<file path="config.mk">
export PLATFORM = sky130hd
export DESIGN_NAME = vga_skip_timing
export DESIGN_NICKNAME = d
export VERILOG_FILES = /design/src/rtl/vga_skip_pkg.sv /design/src/rtl/vga_slot_seq.sv /design/src/rtl/vga_pixel_count.sv /design/src/rtl/vga_sync_decode.sv /design/src/rtl/vga_skip_timing.sv
export SDC_FILE = /design/constraint.sdc
export NUM_CORES = 1
export LEC_CHECK = 0
export BUFFER_PORTS_ARGS = -buffer_cell sky130_fd_sc_hd__buf_2
export CAP_MARGIN = 25
export CELL_PAD_IN_SITES_DETAIL_PLACEMENT = 0
export CELL_PAD_IN_SITES_GLOBAL_PLACEMENT = 1
export CORE_UTILIZATION = 40
export DETAILED_ROUTE_END_ITERATION = 8
export PLACE_DENSITY = 0.74
export SLEW_MARGIN = 20
export SYNTH_ARGS = -nofsm -noshare
export SYNTH_HDL_FRONTEND = slang
export SYNTH_SLANG_ARGS = --single-unit
</file>
<file path="constraint.sdc">
create_clock -name clk -period 2.36 [get_ports clk]
set_input_delay 0.354 -clock clk [delete_from_list [all_inputs] [get_ports clk]]
set_output_delay 0.354 -clock clk [all_outputs]
set_load 0.1 [all_outputs]
</file>
<file path="src/rtl/vga_skip_pkg.sv">
package vga_skip_pkg;

  // Positions removed from one slot for a 3-bit speed code.
  function automatic logic [3:0] skip_count(input logic [2:0] code);
    logic [3:0] two_step;
    two_step = {1'b0, code[1:0], 1'b0};
    return two_step + (code[2] ? 4'd3 : 4'd0);
  endfunction

  // Limit a skip count to the spare positions of a slot.
  function automatic logic [3:0] limit_skip(input logic [3:0] n, input int max_n);
    return (int'(n) > max_n) ? 4'(max_n) : n;
  endfunction

  // True when v lies in [lo, lo+len).
  function automatic logic in_span(input int v, input int lo, input int len);
    return (v >= lo) && (v < lo + len);
  endfunction

endpackage

</file>
<file path="src/rtl/vga_slot_seq.sv">
module vga_slot_seq #(
  parameter int SLOT_PIXELS  = 16,
  parameter int SYNTH_CYCLES = 23,
  localparam int SLOT_CYCLES = 2 * SLOT_PIXELS,
  localparam int MAX_SKIP    = SLOT_CYCLES - SYNTH_CYCLES,
  localparam int PW          = $clog2(SLOT_PIXELS),
  localparam int CW          = $clog2(SLOT_CYCLES)
) (
  input  logic          clk,
  input  logic          rst_n,
  input  logic [2:0]    speedup,
  input  logic [PW-1:0] px_idx,
  output logic [CW-1:0] slot_cyc,
  output logic          skip,
  output logic          pix_first,
  output logic          pix_end,
  output logic          slot_end,
  output logic [3:0]    n_cur
);
  import vga_skip_pkg::*;

  logic          phase_q;
  logic [CW-1:0] cyc_q;
  logic [3:0]    n_q;

  assign skip      = int'(px_idx) < int'(n_q);
  assign pix_first = !phase_q;
  assign pix_end   = skip || phase_q;
  assign slot_end  = pix_end && (px_idx == PW'(SLOT_PIXELS - 1));
  assign slot_cyc  = cyc_q;
  assign n_cur     = n_q;

  always_ff @(posedge clk) begin
    if (!rst_n) begin
      phase_q <= 1'b0;
      cyc_q   <= '0;
      n_q     <= '0;
    end else begin
      phase_q <= !pix_end;
      if (slot_end) begin
        cyc_q <= '0;
        n_q   <= limit_skip(skip_count(speedup), MAX_SKIP);
      end else begin
        cyc_q <= cyc_q + 1'b1;
      end
    end
  end
endmodule

</file>
<file path="src/rtl/vga_pixel_count.sv">
module vga_pixel_count #(
  parameter int H_TOTAL = 800,
  parameter int V_TOTAL = 525,
  localparam int XW = $clog2(H_TOTAL),
  localparam int YW = $clog2(V_TOTAL)
) (
  input  logic          clk,
  input  logic          rst_n,
  input  logic          step,
  output logic [XW-1:0] x,
  output logic [YW-1:0] y
);
  logic [XW-1:0] x_q;
  logic [YW-1:0] y_q;
  logic          x_last;
  logic          y_last;

  assign x_last = x_q == XW'(H_TOTAL - 1);
  assign y_last = y_q == YW'(V_TOTAL - 1);
  assign x = x_q;
  assign y = y_q;

  always_ff @(posedge clk) begin
    if (!rst_n) begin
      x_q <= '0;
      y_q <= '0;
    end else if (step) begin
      if (x_last) begin
        x_q <= '0;
        y_q <= y_last ? '0 : y_q + 1'b1;
      end else begin
        x_q <= x_q + 1'b1;
      end
    end
  end
endmodule

</file>
<file path="src/rtl/vga_sync_decode.sv">
module vga_sync_decode #(
  parameter int H_ACTIVE = 640,
  parameter int H_FP     = 16,
  parameter int H_SYNC   = 96,
  parameter int V_ACTIVE = 480,
  parameter int V_FP     = 10,
  parameter int V_SYNC   = 2,
  parameter int XW       = 10,
  parameter int YW       = 10
) (
  input  logic [XW-1:0] x,
  input  logic [YW-1:0] y,
  output logic          hsync_n,
  output logic          vsync_n,
  output logic          active
);
  import vga_skip_pkg::*;

  assign hsync_n = !in_span(int'(x), H_ACTIVE + H_FP, H_SYNC);
  assign vsync_n = !in_span(int'(y), V_ACTIVE + V_FP, V_SYNC);
  assign active  = in_span(int'(x), 0, H_ACTIVE) && in_span(int'(y), 0, V_ACTIVE);
endmodule

</file>
<file path="src/rtl/vga_skip_timing.sv">
module vga_skip_timing #(
  parameter int H_ACTIVE     = 640,
  parameter int H_FP         = 16,
  parameter int H_SYNC       = 96,
  parameter int H_BP         = 48,
  parameter int V_ACTIVE     = 480,
  parameter int V_FP         = 10,
  parameter int V_SYNC       = 2,
  parameter int V_BP         = 33,
  parameter int SLOT_PIXELS  = 16,
  parameter int SYNTH_CYCLES = 23,
  localparam int H_TOTAL = H_ACTIVE + H_FP + H_SYNC + H_BP,
  localparam int V_TOTAL = V_ACTIVE + V_FP + V_SYNC + V_BP,
  localparam int XW      = $clog2(H_TOTAL),
  localparam int YW      = $clog2(V_TOTAL),
  localparam int PW      = $clog2(SLOT_PIXELS),
  localparam int CW      = $clog2(2 * SLOT_PIXELS)
) (
  input  logic          clk,
  input  logic          rst_n,
  input  logic [2:0]    speedup,
  output logic [XW-1:0] x,
  output logic [YW-1:0] y,
  output logic          hsync_n,
  output logic          vsync_n,
  output logic          active,
  output logic [CW-1:0] slot_cyc,
  output logic          skip
);
  // Named internal events, observed by the bound checker.
  logic       pix_first;
  logic       pix_end;
  logic       slot_end;
  logic [3:0] n_cur;

  vga_slot_seq #(
    .SLOT_PIXELS (SLOT_PIXELS),
    .SYNTH_CYCLES(SYNTH_CYCLES)
  ) u_seq (
    .clk      (clk),
    .rst_n    (rst_n),
    .speedup  (speedup),
    .px_idx   (x[PW-1:0]),
    .slot_cyc (slot_cyc),
    .skip     (skip),
    .pix_first(pix_first),
    .pix_end  (pix_end),
    .slot_end (slot_end),
    .n_cur    (n_cur)
  );

  vga_pixel_count #(
    .H_TOTAL(H_TOTAL),
    .V_TOTAL(V_TOTAL)
  ) u_cnt (
    .clk  (clk),
    .rst_n(rst_n),
    .step (pix_end),
    .x    (x),
    .y    (y)
  );

  vga_sync_decode #(
    .H_ACTIVE(H_ACTIVE),
    .H_FP    (H_FP),
    .H_SYNC  (H_SYNC),
    .V_ACTIVE(V_ACTIVE),
    .V_FP    (V_FP),
    .V_SYNC  (V_SYNC),
    .XW      (XW),
    .YW      (YW)
  ) u_sync (
    .x      (x),
    .y      (y),
    .hsync_n(hsync_n),
    .vsync_n(vsync_n),
    .active (active)
  );
endmodule

</file>
==> impl_metrics.sql <==
INSERT INTO impl_metrics (metric_group, metric, value, unit) VALUES
('setup_path', 'cp.arrival', '1.97', 'ns'),
('die', 'num_rows', '23', ''),
('clock_network', 'clk_pin_slew_worst_paths', '0.07', 'ns'),
('clock_network', 'insertion_delay_to_the_later_sink_of_the_worst_skew_pair', '0.28', 'ns'),
('pwr', 'p_per_area', '625', 'nW/um^2'),
('logic_synthesis', 'synthesis.nets', '219', ''),
('global_route', 'globalRouteOverflowTotal', '0', ''),
('setup_path', 'crit_path_cell_trace', 'or4b_2, or3_2, buf_4', ''),
('pwr', 'power_share_of_the_combinational_group', '24.6', '%'),
('placed_design', 'hpwlAfterDp', '2.91', 'mm'),
('timing', 'final_worst_clock_skew', '0.00483', 'ns'),
('clock_network', 'numClockSinks', '30', ''),
('finish', 'num-fill-cells', '392', ''),
('drt', 'drtIter0Drc', '99', ''),
('die', 'horizontal_extent_of_the_die', '67.2', 'um'),
('finish', 'areaGrowthSynthToFinish', '22.7', '%'),
('drt', 'vias', '1599', ''),
('setup_path', 'worstSetupEndpointType', 'output pin', ''),
('setup_path', 'cp_slowest_stage_delay', '0.66', 'ns'),
('logic_synthesis', 'synth_top_cells_by_area', 'sky130_fd_sc_hd__dfxtp_1 35%, sky130_fd_sc_hd__ha_1 9.6%, sky130_fd_sc_hd__a21oi_1 4.4%', ''),
('setup_path', 'critical_path_class', 'reg2out', ''),
('timing', 'worst_slew_pin_slew', '0.810', 'ns'),
('timing', 'period_minus_slack', '2.32', 'ns'),
('pwr', 'vdd.ir_drop.worst', '0.411', 'mV'),
('clock_network', 'cts_hold_repair.buffers', '0', ''),
('die', 'chipHeight', '67.2', 'um'),
('global_route', 'grt_pass1_vias', '1418', ''),
('finish', 'num_antenna_cells', '0', ''),
('drt', 'postRouteAntennaNets', '0', ''),
('timing', 'max_clock_freq', '431', 'MHz'),
('setup_path', 'crit_path_top_delay_cell', 'sky130_fd_sc_hd__or4b_2', ''),
('logic_synthesis', 'syn_area', '1700', 'um^2'),
('global_route', 'grt_start_max_net_pins', '22', ''),
('die', 'initial_utilization', '42.2', '%'),
('finish', 'share_of_post_route_cells_with_drive_strength_above_1', '32.4', '%'),
('worst_hold_path', 'start_point_of_the_worst_min_delay_path', 'rst_n', ''),
('setup_path', 'timing.critical_path.required', '2.01', 'ns'),
('timing', 'final_max_slew_viol_count', '0', ''),
('setup_path', 'critical_path.n_buffers_inverters', '1', ''),
('logic_synthesis', 'synth_top_flop_cell', 'sky130_fd_sc_hd__dfxtp_1', ''),
('pwr', 'seq_power_share', '42.5', '%'),
('finish', 'multiInputGateArea', '1030', 'um^2'),
('worst_hold_path', 'min_path_type', 'in2reg', ''),
('timing', 'slew-limit-headroom', '45.6', '%'),
('outcome', 'status', 'complete, no violations', ''),
('setup_path', 'critical_path.max_fanout', '9', ''),
('drt', 'number_of_vias_per_cell', '5.49', ''),
('logic_synthesis', 'synth.avg_cell_area', '8.46', 'um^2'),
('logic_synthesis', 'synth.largest_area_cell', 'sky130_fd_sc_hd__dfxtp_1', ''),
('clock_network', 'tritoncts.num_buffers', '5', ''),
('drt', 'drt_pre_antenna_iters', '4', ''),
('drt', 'avgRoutedWirePerCell', '14.0', 'um'),
('setup_path', 'reg2reg_from', 'u_cnt.x[1]', ''),
('setup_path', 'setup.worst_path.start', 'u_cnt.y[2]', ''),
('logic_synthesis', 'synth_seq_area_share', '35.3', '%'),
('pwr', 'static-leakage-power', '0.882', 'nW'),
('finish', 'nNetsFinal', '258', ''),
('global_route', 'antenna_found_initial', '0', ''),
('global_route', 'grt_usage', '19.5', '%'),
('clock_network', 'cts-root-buf', 'sky130_fd_sc_hd__clkbuf_8', ''),
('timing', 'final.setup.tns', '0', 'ns'),
('logic_synthesis', 'synthDominantCellAreaShare', '35.3', '%'),
('die', 'die_area', '4520', 'um^2'),
('pwr', 'intPower', '0.857', 'mW'),
('logic_synthesis', 'ys_ff_latch', '30', ''),
('placed_design', 'port_buffers', '33', ''),
('timing', 'finalHoldViolations', '0', ''),
('run', 'drv_cap', '0', ''),
('global_route', 'first_pass_grt_wire_length', '6.58', 'mm'),
('timing', 'min_period_over_period', '98.4', '%'),
('pwr', 'power_frac_clock', '32.8', '%');
[final timing paths]
check	to	slack [ns]	depth (start not counted)
min	u_cnt.x[3]	0.44	2
min reg2reg	u_seq.slot_cyc[0]	0.47	1
max	vsync_n	0.04	3
max reg2reg	u_cnt.y[8]	0.20	6
[metal layers]
layer	GRT usage, %	wire (um)	vias up	share of wire, %
li1	-	-	811	-
met1	26.3	1970	738	48
met2	30.1	1860	44	46
met3	4.05	196	6	4.8
met4	7.98	54	0	1.3
met5	0	0	-	0
[cells by family after synthesis]
family / share of synthesized area (%)
AOI/OAI and AO/OA: 18.5
xor gates and xnor gates: 2.58
adders and majority gates: 9.57
buffers and inverters: 4.41
DFF: 35.3
muxes: 1.84
and+or+nand+nor: 27.8
[metrics by stage]
stage | power, mW | area [um^2] | cells | util (%) | hold slack (ns)
CTS | 1.30 | 2070 | 289 | 51.4 | 0.442
floorplan | 0.791 | 1730 | 201 | - | 0.464
global route | 1.36 | 2090 | 291 | 51.8 | 0.459
global placement | 0.869 | 1980 | 281 | 49.1 | 0.448
detailed placement | 0.873 | 1980 | 281 | 49.1 | 0.467
finish | 1.30 | 2090 | 291 | 51.8 | 0.442
[cells in the final DEF (no fill, tap or decap), drive strengths merged, types with 2 or more instances in the layout]
cell type,n
o21a,3
nor2,17
or4,2
or3,8
and3,5
nand2,20
nand4,3
o22ai,3
buf,40
o31ai,5
nor3,3
or2,2
xor2,4
clkbuf,7
nand4b,3
nand2b,4
o21ai,6
dfxtp,30
a41oi,2
a21oi,15
nand3,14
ha,13
mux2i,2
inv,11
[state kept, by name (all words and copies together) (netlist names)]
| register | cells |
|---|---|
| u_seq.phase_q | 1 |
| u_cnt.x | 10 |
| u_seq.n_cur | 4 |
| u_seq.slot_cyc | 5 |
| u_cnt.y | 10 |
[area by class of cell]
type                            instances  area share [%]
Clock buffer                            7            4.14
Inverter                               11            1.98
Timing Repair Buffer                   40            11.3
Multi-Input combinational cell        152            49.3
Tap cell                               50            3.00
Sequential cell                        30            30.1
Clock inverter                          1           0.240
[what timing repair did]
item	CTS	global route
gates cloned	0	0
pin swaps	0	1
setup buffers	0	2
resized for setup	1	0
setup endpoints to repair	1	1
[power by group through the flow]
stage	Combinational (mW)	Sequential, mW	Clock (mW)
final	0.321	0.554	0.428
after global routing	0.341	0.557	0.457
after detailed placement	0.308	0.565	0
after CTS	0.309	0.554	0.435
after global placement	0.305	0.564	0
after floorplan	0.135	0.656	0
Power figures use the tool's default switching activity.
